==> src/rtl/bank_req_engine.sv <==
module bank_req_engine #(
  parameter int RANKS  = 2,
  parameter int BANK_W = 3,
  parameter int ROW_W  = 14,
  parameter int COL_W  = 10,
  parameter int T_RCD  = 3,
  parameter int T_WR   = 4,
  parameter int T_RTP  = 2,
  parameter int T_RP   = 3,
  localparam int RANK_W = (RANKS > 1) ? $clog2(RANKS) : 1
) (
  input  logic              clk,
  input  logic              rst_n,
  input  logic              req_valid,
  input  logic [RANK_W-1:0] req_rank,
  input  logic [BANK_W-1:0] req_bank,
  input  logic [ROW_W-1:0]  req_row,
  input  logic [COL_W-1:0]  req_col,
  input  logic              req_write,
  input  logic              req_row_open,
  input  logic              same_bank_pending,
  input  logic [RANKS-1:0]  rank_inhibit,
  input  logic              col_inhibit,
  input  logic              cas_ok,
  output logic              free,
  output logic              act_req,
  input  logic              act_grant,
  output logic              cas_req,
  input  logic              cas_grant,
  output logic              pre_req,
  input  logic              pre_grant,
  output logic [RANK_W-1:0] cmd_rank,
  output logic [BANK_W-1:0] cmd_bank,
  output logic [ROW_W-1:0]  cmd_row,
  output logic [COL_W-1:0]  cmd_col,
  output logic              cmd_write,
  output logic              left_open
);
  localparam int M1   = (T_RCD > T_WR) ? T_RCD : T_WR;
  localparam int M2   = (T_RTP > T_RP) ? T_RTP : T_RP;
  localparam int TMAX = (M1 > M2) ? M1 : M2;
  localparam int TW   = $clog2(TMAX + 1);

  typedef enum logic [2:0] {S_IDLE, S_ACT, S_CAS, S_CLOSE, S_PREW} st_t;

  st_t st;
  logic [TW-1:0] tmr;
  logic tmr_zero;

  assign tmr_zero = (tmr == '0);
  assign free     = (st == S_IDLE);
  assign act_req  = (st == S_ACT) && !rank_inhibit[cmd_rank];
  assign cas_req  = (st == S_CAS) && tmr_zero && !col_inhibit && cas_ok;
  assign pre_req  = (st == S_CLOSE) && tmr_zero && !same_bank_pending;

  always_ff @(posedge clk) begin
    if (!rst_n) begin
      st        <= S_IDLE;
      tmr       <= '0;
      left_open <= 1'b0;
      cmd_rank  <= '0;
      cmd_bank  <= '0;
      cmd_row   <= '0;
      cmd_col   <= '0;
      cmd_write <= 1'b0;
    end else begin
      case (st)
        S_IDLE: if (req_valid) begin
          cmd_rank  <= req_rank;
          cmd_bank  <= req_bank;
          cmd_row   <= req_row;
          cmd_col   <= req_col;
          cmd_write <= req_write;
          left_open <= 1'b0;
          tmr       <= '0;
          st        <= req_row_open ? S_CAS : S_ACT;
        end
        S_ACT: if (act_req && act_grant) begin
          tmr <= TW'(T_RCD - 1);
          st  <= S_CAS;
        end
        S_CAS: begin
          if (!tmr_zero) tmr <= tmr - 1'b1;
          else if (cas_req && cas_grant) begin
            tmr <= cmd_write ? TW'(T_WR - 1) : TW'(T_RTP - 1);
            st  <= S_CLOSE;
          end
        end
        S_CLOSE: begin
          if (!tmr_zero) tmr <= tmr - 1'b1;
          else if (same_bank_pending) begin
            left_open <= 1'b1;
            st        <= S_IDLE;
          end else if (pre_grant) begin
            tmr <= TW'(T_RP - 1);
            st  <= S_PREW;
          end
        end
        S_PREW: begin
          if (!tmr_zero) tmr <= tmr - 1'b1;
          else st <= S_IDLE;
        end
        default: st <= S_IDLE;
      endcase
    end
  end
endmodule

==> config.mk <==
export PLATFORM = sky130hd
export DESIGN_NAME = bank_req_engine
export DESIGN_NICKNAME = d
export VERILOG_FILES = /design/src/rtl/bank_req_engine.sv
export SDC_FILE = /design/constraint.sdc
export NUM_CORES = 1
export LEC_CHECK = 0
export BUFFER_PORTS_ARGS = -buffer_cell sky130_fd_sc_hd__buf_4
export CAP_MARGIN = 40
export CORE_ASPECT_RATIO = 0.6
export CORE_MARGIN = 2
export CORE_UTILIZATION = 35
export DETAILED_ROUTE_END_ITERATION = 8
export HOLD_SLACK_MARGIN = 0.06
export PLACE_DENSITY = 0.7
export SLEW_MARGIN = 15
export SYNTH_ARGS = -nofsm -noshare
export SYNTH_HDL_FRONTEND = slang
export SYNTH_SLANG_ARGS = --single-unit
==> constraint.sdc <==
create_clock -name clk -period 1.9 [get_ports clk]
set_input_delay 0.19 -clock clk [delete_from_list [all_inputs] [get_ports clk]]
set_output_delay 0.19 -clock clk [all_outputs]
set_load 0.05 [all_outputs]
[After elaboration in Yosys (flattened, before gate mapping)]
Index checks and enable logic that the tools add are counted.
Operators by class
  add/sub/neg operators: 1
  $lt $le $gt $ge: 1
  equal/unequal tests: 16
  muxes and demuxes: 25
  reductions and logical operators: 19
Operators by type and width (number)
  3-bit two-way mux: 15
  3-bit one-hot mux with 5 select lines: 2
  7-bit AND reduction: 2
  2-bit inequality test, second input constant: 6
  3-bit inequality test, second input constant: 3
  1-bit logical AND: 8
  3-bit by 2-bit == test with 1-bit output, second input constant: 2
  3-bit logical NOT: 2
  1-bit two-way mux: 5
  5-bit nonzero test: 1
  2-bit two-way mux: 2
  2-bit by 1-bit inequality test with 1-bit output, second input constant: 2
  4-bit AND reduction: 1
  3-bit by 1-bit == test with 1-bit output, second input constant: 1
  3-bit == test, second input constant: 1
  1-bit logical NOT: 3
  3-bit by 2-bit inequality test with 1-bit output, second input constant: 1
  3-bit by 1-bit subtractor with 3-bit output, second input constant: 1
  1-bit by 2-bit less-than comparator with 1-bit output, second input constant: 1
  1-bit one-hot mux with 2 select lines: 1
  2-bit AND reduction: 1
  2-bit nonzero test: 1
Word-level totals
  bits in registers: 36
  input bits: 41
  output and inout bits: 34
  word-level logic and storage cells: 70

[Depth between registers and ports, before layout]
Gate-level depths: netlist of the first run.
  depth after elaboration: 8
  gate-level depth with buffers: 7
  gate-level depth less buffers: 7

[Least setup slack after synthesis of the first run]
Ideal clock, no wire load.
  kind: register to output
  start: register st[1]
  end: output port cas_req
  data arrival time: 1.963 ns
  required time: 1.710 ns
  path slack: -0.253 ns
  cell stages (with the launch flop): 5
  buffers on the path: 1
  path through: dfxtp_1 > buf_2 > and2b_1 > nand2_1 > nor3_1
Between the ends
  longest elaborated chain between the ends: 4
RTL lines
  start: declaration: line 46  | st_t st;
  start signal: assignment: line 76  | st <= req_row_open ? S_CAS : S_ACT;
  3-bit by 2-bit == test with 1-bit output: line 53  | assign cas_req = (st == S_CAS) && tmr_zero && !col_inhibit && cas_ok;
  1-bit logical AND (3 in series): line 53
  end: declaration: line 28  | output logic cas_req,
No other way between the ends.

[Worst setup path in the final report of the first run]
  start: register tmr[0]
  end: register st[1]
Between the ends
  longest elaborated chain between the ends: 7
  elaborated cells between the ends (all ways): 10
  classes of those cells: 4 x eq/ne; 6 x reduce/logical
RTL lines
  start: declaration: line 47  | logic [TW-1:0] tmr;
  start signal: assignment: line 79  | tmr <= TW'(T_RCD - 1);
  start signal: assignment: line 83  | if (!tmr_zero) tmr <= tmr - 1'b1;
  start signal: assignment: line 85  | tmr <= cmd_write ? TW'(T_WR - 1) : TW'(T_RTP - 1);
  3-bit logical NOT (*): line 50  | assign tmr_zero = (tmr == '0);
  1-bit logical AND (3 in series): line 53
  1-bit logical AND: line 84  | else if (cas_req && cas_grant) begin
  2-bit by 1-bit inequality test with 1-bit output (no source line)
  7-bit AND reduction (no source line) (*)
Mark *: on every way between the ends. The rest lies on a longest branch, timed or not.
A chain may end at the register's enable or synchronous reset.

==> results.toml, run 1 <==
[sta]
hold_viol = 0
min_period_over_period_pct = 93.7
skew_ps = 2.82
timing.setup.tns_ps = 0
worst_pin_slew_ps = 394
min_period_ps = 1780
maxSlewViolCount = 0
max_freq_mhz = 562
finalSetupViolCount = 0
rsz0062_at_grt = "no"
slew_headroom_pct = 73.5

[hold_path]
hp-class = "in2reg"
holdCritStartpoint = "req_col[4]"
hold_path_depth = 3

[cells_and_area]
register_area_sq_um = 722
fill_cells = 459
final_nets = 318
drive_gt1_share_pct = 34.2
multiInputGateArea_sq_um = 886
final_util_pct = 52.0
syn2layout_area_growth_pct = 42.2
antenna_cells = 0

[route]
first_pass_iters = 4
wl_microns = 4010
num_vias = 1592
drtIter0Drc = 64
ant_nets = 0
wl_per_cell_microns = 11.9
drc = 0
via_per_inst = 4.71

[logic_synthesis]
synth-edff-count = 0
synth_cells = 202
syn_avg_cell_area_sq_um = 8.34
synth-seq-area-share_pct = 42.8
synthFlopType = "dfxtp_1"
syn_area_sq_um = 1690
yosysWarnings = 0
synth_top_area_share_pct = 42.8
synth_nets = 245
ys_seq_elements = 36
yosysTopAreaCell = "dfxtp_1"
synth_area_leaders = "dfxtp_1 43%, nand2_1 15%, a21boi_1 13%"
ys_types = 40
async_flop_share_pct = 0

[clock_tree]
hold_buffers = 0
clkLatencyLatePin_ps = 280
cts_root_buf = "clkbuf_8"
clk_path_buf_depth = 2
cts_buffers = 5
clock-sinks = 36
cts_resized = 0
cts_tree = "done"
postCtsSetupBuffers = 0
h-tree-depth = 2
clkSlewWorstSetupHoldPaths_ps = 70

[critical_path]
worstSetupStartpoint = "tmr[0]"
cp_max_fo = 6
cpMaxStageDelayCell = "dfxtp_1"
slowest_delay_ps = 370
path_cells = "inv_1, ha_1, and2b_1, o32ai_2, a211oi_4, o21a_1, o221a_1"
r2r_cells = 7
worstPathArrival_ps = 1950
cp-end-kind = "flip-flop"
r2r-start = "tmr[0]"
worst_ep_required_time_ps = 2070
startpoint_type = "flip-flop"
crit_type = "reg2reg"

[floorplan]
io_pins = 75
dieHeight_microns = 57.8
initial_core_util_pct = 36.5
rows = 19
core_area_sq_um = 4610
die_area_sq_um = 5400
die_x_microns = 93.6

[global_routing]
grt_pass1_wl_microns = 6260
grt_overflow = 0
grt_pass1_vias = 1374
antenna_found_initial = 0
grtUsageTotal_pct = 14.9
grt_max_degree = 39

[power_and_ir_drop]
leakagePower_nw = 1.08
p_per_area_nw_per_um2 = 1150
vdd_ir_drop_max_mv = 0.434
finalPower_w = 0.00275

[status]
status = "completed"

[place]
port_buffers = 74
gp_congestion = 0.784
hpwl_microns = 2910

[flow_run]
cap_violations = 0
-- cells in the mapped netlist (all sizes together) (3+ instances only) --
library cell  count
nor2              5
mux2i             5
nor3              3
clkbuf            7
a21oi             3
dfxtp            36
nand2            69
buf               7
inv               5
and2              3
a21boi           29
-- worst paths after layout --
path | to | slack (ps)
max reg2reg | st[1] | 120
min | cmd_col[4] | 150
max | st[1] | 120
min reg2reg | cmd_bank[2] | 450
-- cell families after synthesis --
group                      Yosys count  synth area share [%]
and+or+nand+nor                     93                  24.6
AOI/OAI and AO/OA                   47                  22.8
DFF                                 36                  42.8
buffers and inverters               19                  5.34
muxes                                5                  2.97
adders and majority gates            2                  1.48
-- per-layer routing --
metal / up-vias / global-route usage [%] / part of all wire (%)
met5: - / 0 / 0
met4: 0 / 4.97 / 0.40
met3: 3 / 6.24 / 11
met2: 65 / 20.2 / 39
met1: 702 / 21.3 / 50
li1: 822 / - / -
-- cells in the final DEF, fill, tap and decap left out, drive strengths merged, types with 2 or more instances in the layout --
cell,count
a21boi,29
a21oi,3
and2,3
and2b,2
and3,2
buf,80
clkbuf,6
dfxtp,36
ha,2
inv,5
mux2i,5
nand2,69
nand2b,2
nor2,5
nor3,3
nor4,2
o21a,2
o22ai,2
o32a,2
-- registers in the layout, indices dropped and copies added (netlist names) --
signal,flops
cmd_bank,3
cmd_col,10
left_open,1
cmd_write,1
cmd_rank,1
st,3
tmr,3
cmd_row,14
-- worst max-delay path: cells and delay by family, from the launching register on --
kind,cells,cell delay [ps]
adders and majority gates,1,200
AOI/OAI and AO/OA,4,800
DFF,1,370
and+or+nand+nor,1,230
buffers and inverters,1,80
-- metrics by stage --
step | setup slack, ps | hold WS (ps) | std cells | cell area (sq um)
after floorplan | 118 | 325 | 202 | 1700
final | 119 | 155 | 338 | 2400
after detailed placement | 126 | 444 | 331 | 2320
after global routing | 11.6 | 145 | 338 | 2400
after global placement | 172 | 436 | 331 | 2320
after CTS | 37.1 | 143 | 338 | 2390
-- power breakdown --
| group | internal, W | switching [W] | total [W] | leakage [nW] |
|---|---|---|---|---|
| Clock | 0.000249 | 0.000252 | 0.000502 | 0.0410 |
| Sequential | 0.000871 | 0.0000919 | 0.000963 | 0.295 |
| Combinational | 0.000489 | 0.000796 | 0.00128 | 0.747 |
-- area by class of cell --
type                       instances  share of cell area [%]
timing repair buffer              80                    25.6
multi-input combinational        147                    37.0
tap                               63                    3.29
sequential                        36                    30.1
clock buffer                       6                    3.03
clock inverter                     1                   0.209
inverter                           5                   0.783
No activity file was read; power rests on OpenSTA's default activity.
==> inputs of run 2 (changes only) <==
--- a/config.mk
+++ b/config.mk
@@ -10,6 +10,7 @@
 export CORE_ASPECT_RATIO = 0.6
 export CORE_MARGIN = 2
 export CORE_UTILIZATION = 35
+export CTS_BUF_LIST = sky130_fd_sc_hd__clkbuf_2 sky130_fd_sc_hd__clkbuf_4 sky130_fd_sc_hd__clkbuf_8
 export DETAILED_ROUTE_END_ITERATION = 8
 export HOLD_SLACK_MARGIN = 0.06
 export PLACE_DENSITY = 0.7
==> run 2 against run 1 <==
  * Maximum frequency stayed put
  * Worst setup slack did not move
  * Global-route usage unchanged
  * Sequential share of layout area hardly changed
  * Core utilization increased by 0.081 points
  * Sequential power about the same
  * Clock-buffer cell count stayed put
  * Final cell count stayed put
  * Die area did not move
  * Critical path depth did not move
==> results.toml, run 2 (synthesis gave the netlist of run 1 again) <==
[status]
status = "completed"

[sta]
hold_viol = 0
worst_pin_slew_ps = 394
finalSetupViolCount = 0
skew_ps = 2.82
min_period_ps = 1780
slew_headroom_pct = 73.5
max_freq_mhz = 562
rsz0062_at_grt = "no"
min_period_over_period_pct = 93.7
timing.setup.tns_ps = 0
maxSlewViolCount = 0
setup_ws_ps = 119

[cells_and_area]
antenna_cells = 0
final_cell_mix = "79 x buf_4, 69 x nand2_1, 35 x dfxtp_1"
final_nets = 318
top_regs = "cmd_row: 14 flops, cmd_col: 10 flops"
drive_gt1_share_pct = 34.5
largest_reg_flops = 14
final_cells = 338
final_common_cell = "buf_4"
regMostFlops = "cmd_row"
final_util_pct = 52.0
syn2layout_area_growth_pct = 42.4

[floorplan]
rows = 19
die_x_microns = 93.6
core_area_sq_um = 4610
initial_core_util_pct = 36.5
dieHeight_microns = 57.8
die_area_sq_um = 5400
io_pins = 75

[clock_tree]
postCtsSetupBuffers = 0
cts_buffers = 5
cts_resized = 0
h-tree-depth = 2
cts_tree = "done"
clkSlewWorstSetupHoldPaths_ps = 70
clock-sinks = 36
cts_root_buf = "clkbuf_8"
clk_path_buf_depth = 2
clkLatencyLatePin_ps = 280
hold_buffers = 0

[critical_path]
worstPathArrival_ps = 1950
r2r-end = "st[1]"
r2r-start = "tmr[0]"
r2r_cells = 7
startpoint_type = "flip-flop"
r2r_slack_ps = 120
crit_type = "reg2reg"
cp-end-kind = "flip-flop"
worst_ep_required_time_ps = 2070
cp_max_fo = 6

[place]
dp_cells = 331
gp_congestion = 0.784
port_buffers = 74
post-place-ws_ps = 126
hpwl_microns = 2910

[hold_path]
hp-class = "in2reg"
hold_path_depth = 3
whs_endpoint = "cmd_col[4]"
holdCritStartpoint = "req_col[4]"

[power_and_ir_drop]
finalPower_w = 0.00276
leakagePower_nw = 1.09
p_per_area_nw_per_um2 = 1150
p_clk_share_pct = 18.7
vdd_ir_drop_max_mv = 0.437
pwr-share-seq_pct = 34.8
power.switching_w = 0.00114
p_int_w = 0.00162
p_sw_share_pct = 41.3
combPwrFrac_pct = 46.5

[route]
wl_microns = 4010
via_per_inst = 4.71
wl_per_cell_microns = 11.9
drtIter0Drc = 64
num_vias = 1592
drc = 0
ant_nets = 0
first_pass_iters = 4

[global_routing]
grt_pass1_wl_microns = 6260
grtUsageTotal_pct = 14.9
grt_max_degree = 39
grt_overflow = 0
grt_pass1_vias = 1374
antenna_found_initial = 0

[flow_run]
cap_violations = 0
## run 2: how the worst max path moves through the flow
stage            from       to  slack [ps]  depth (start not counted)
2_1_floorplan   st[1]  cas_req         120                          4
3_3_place_gp   tmr[0]    st[1]         170                          7
3_5_place_dp   tmr[0]    st[1]         130                          7
4_1_cts         st[1]  cas_req          40                          5
5_1_grt        tmr[0]    st[1]          10                          7
6_report       tmr[0]    st[1]         120                          7
## run 2: final cells by class
| cell class | instances | area [sq um] |
|---|---|---|
| Clock buffer | 6 | 76.3 |
| Clock inverter | 1 | 5.00 |
| Inverter | 5 | 18.8 |
| Sequential cell | 36 | 722 |
| Tap cell | 63 | 78.8 |
| Multi-Input combinational cell | 147 | 886 |
| Fill cell | 458 | 2210 |
| Timing Repair Buffer | 80 | 613 |
## run 2: power by group through the flow
stage / combinational [W] / sequential (W) / clock (W)
2_1_floorplan: 0.000674 / 0.00123 / 0
6_report: 0.00128 / 0.000963 / 0.000516
4_1_cts: 0.00130 / 0.000962 / 0.000541
3_5_place_dp: 0.00129 / 0.000977 / 0
5_1_grt: 0.00139 / 0.000979 / 0.000584
3_3_place_gp: 0.00129 / 0.000976 / 0
## run 2: worst max-delay path: stages, from the launching register on
cell and delay [ps]:
dfxtp_1 370, inv_1 80, ha_1 200, and2b_1 230, o32ai_2 360, a211oi_4 100, o21a_1 130, o221a_1 210
## run 2: per-layer routing
layer  vias up  GRT usage (%)  part of all wire [%]
met5         -              0                     0
met4         0           4.97                  0.40
met3         3           6.24                    11
met1       702           21.3                    50
li1        822              -                     -
met2        65           20.2                    39
## run 2: stage by stage
step,hold slack (ps),area [sq um]
after floorplan,325,1700
after global placement,436,2320
after detailed placement,444,2320
after CTS,143,2400
after global routing,145,2400
final,155,2400
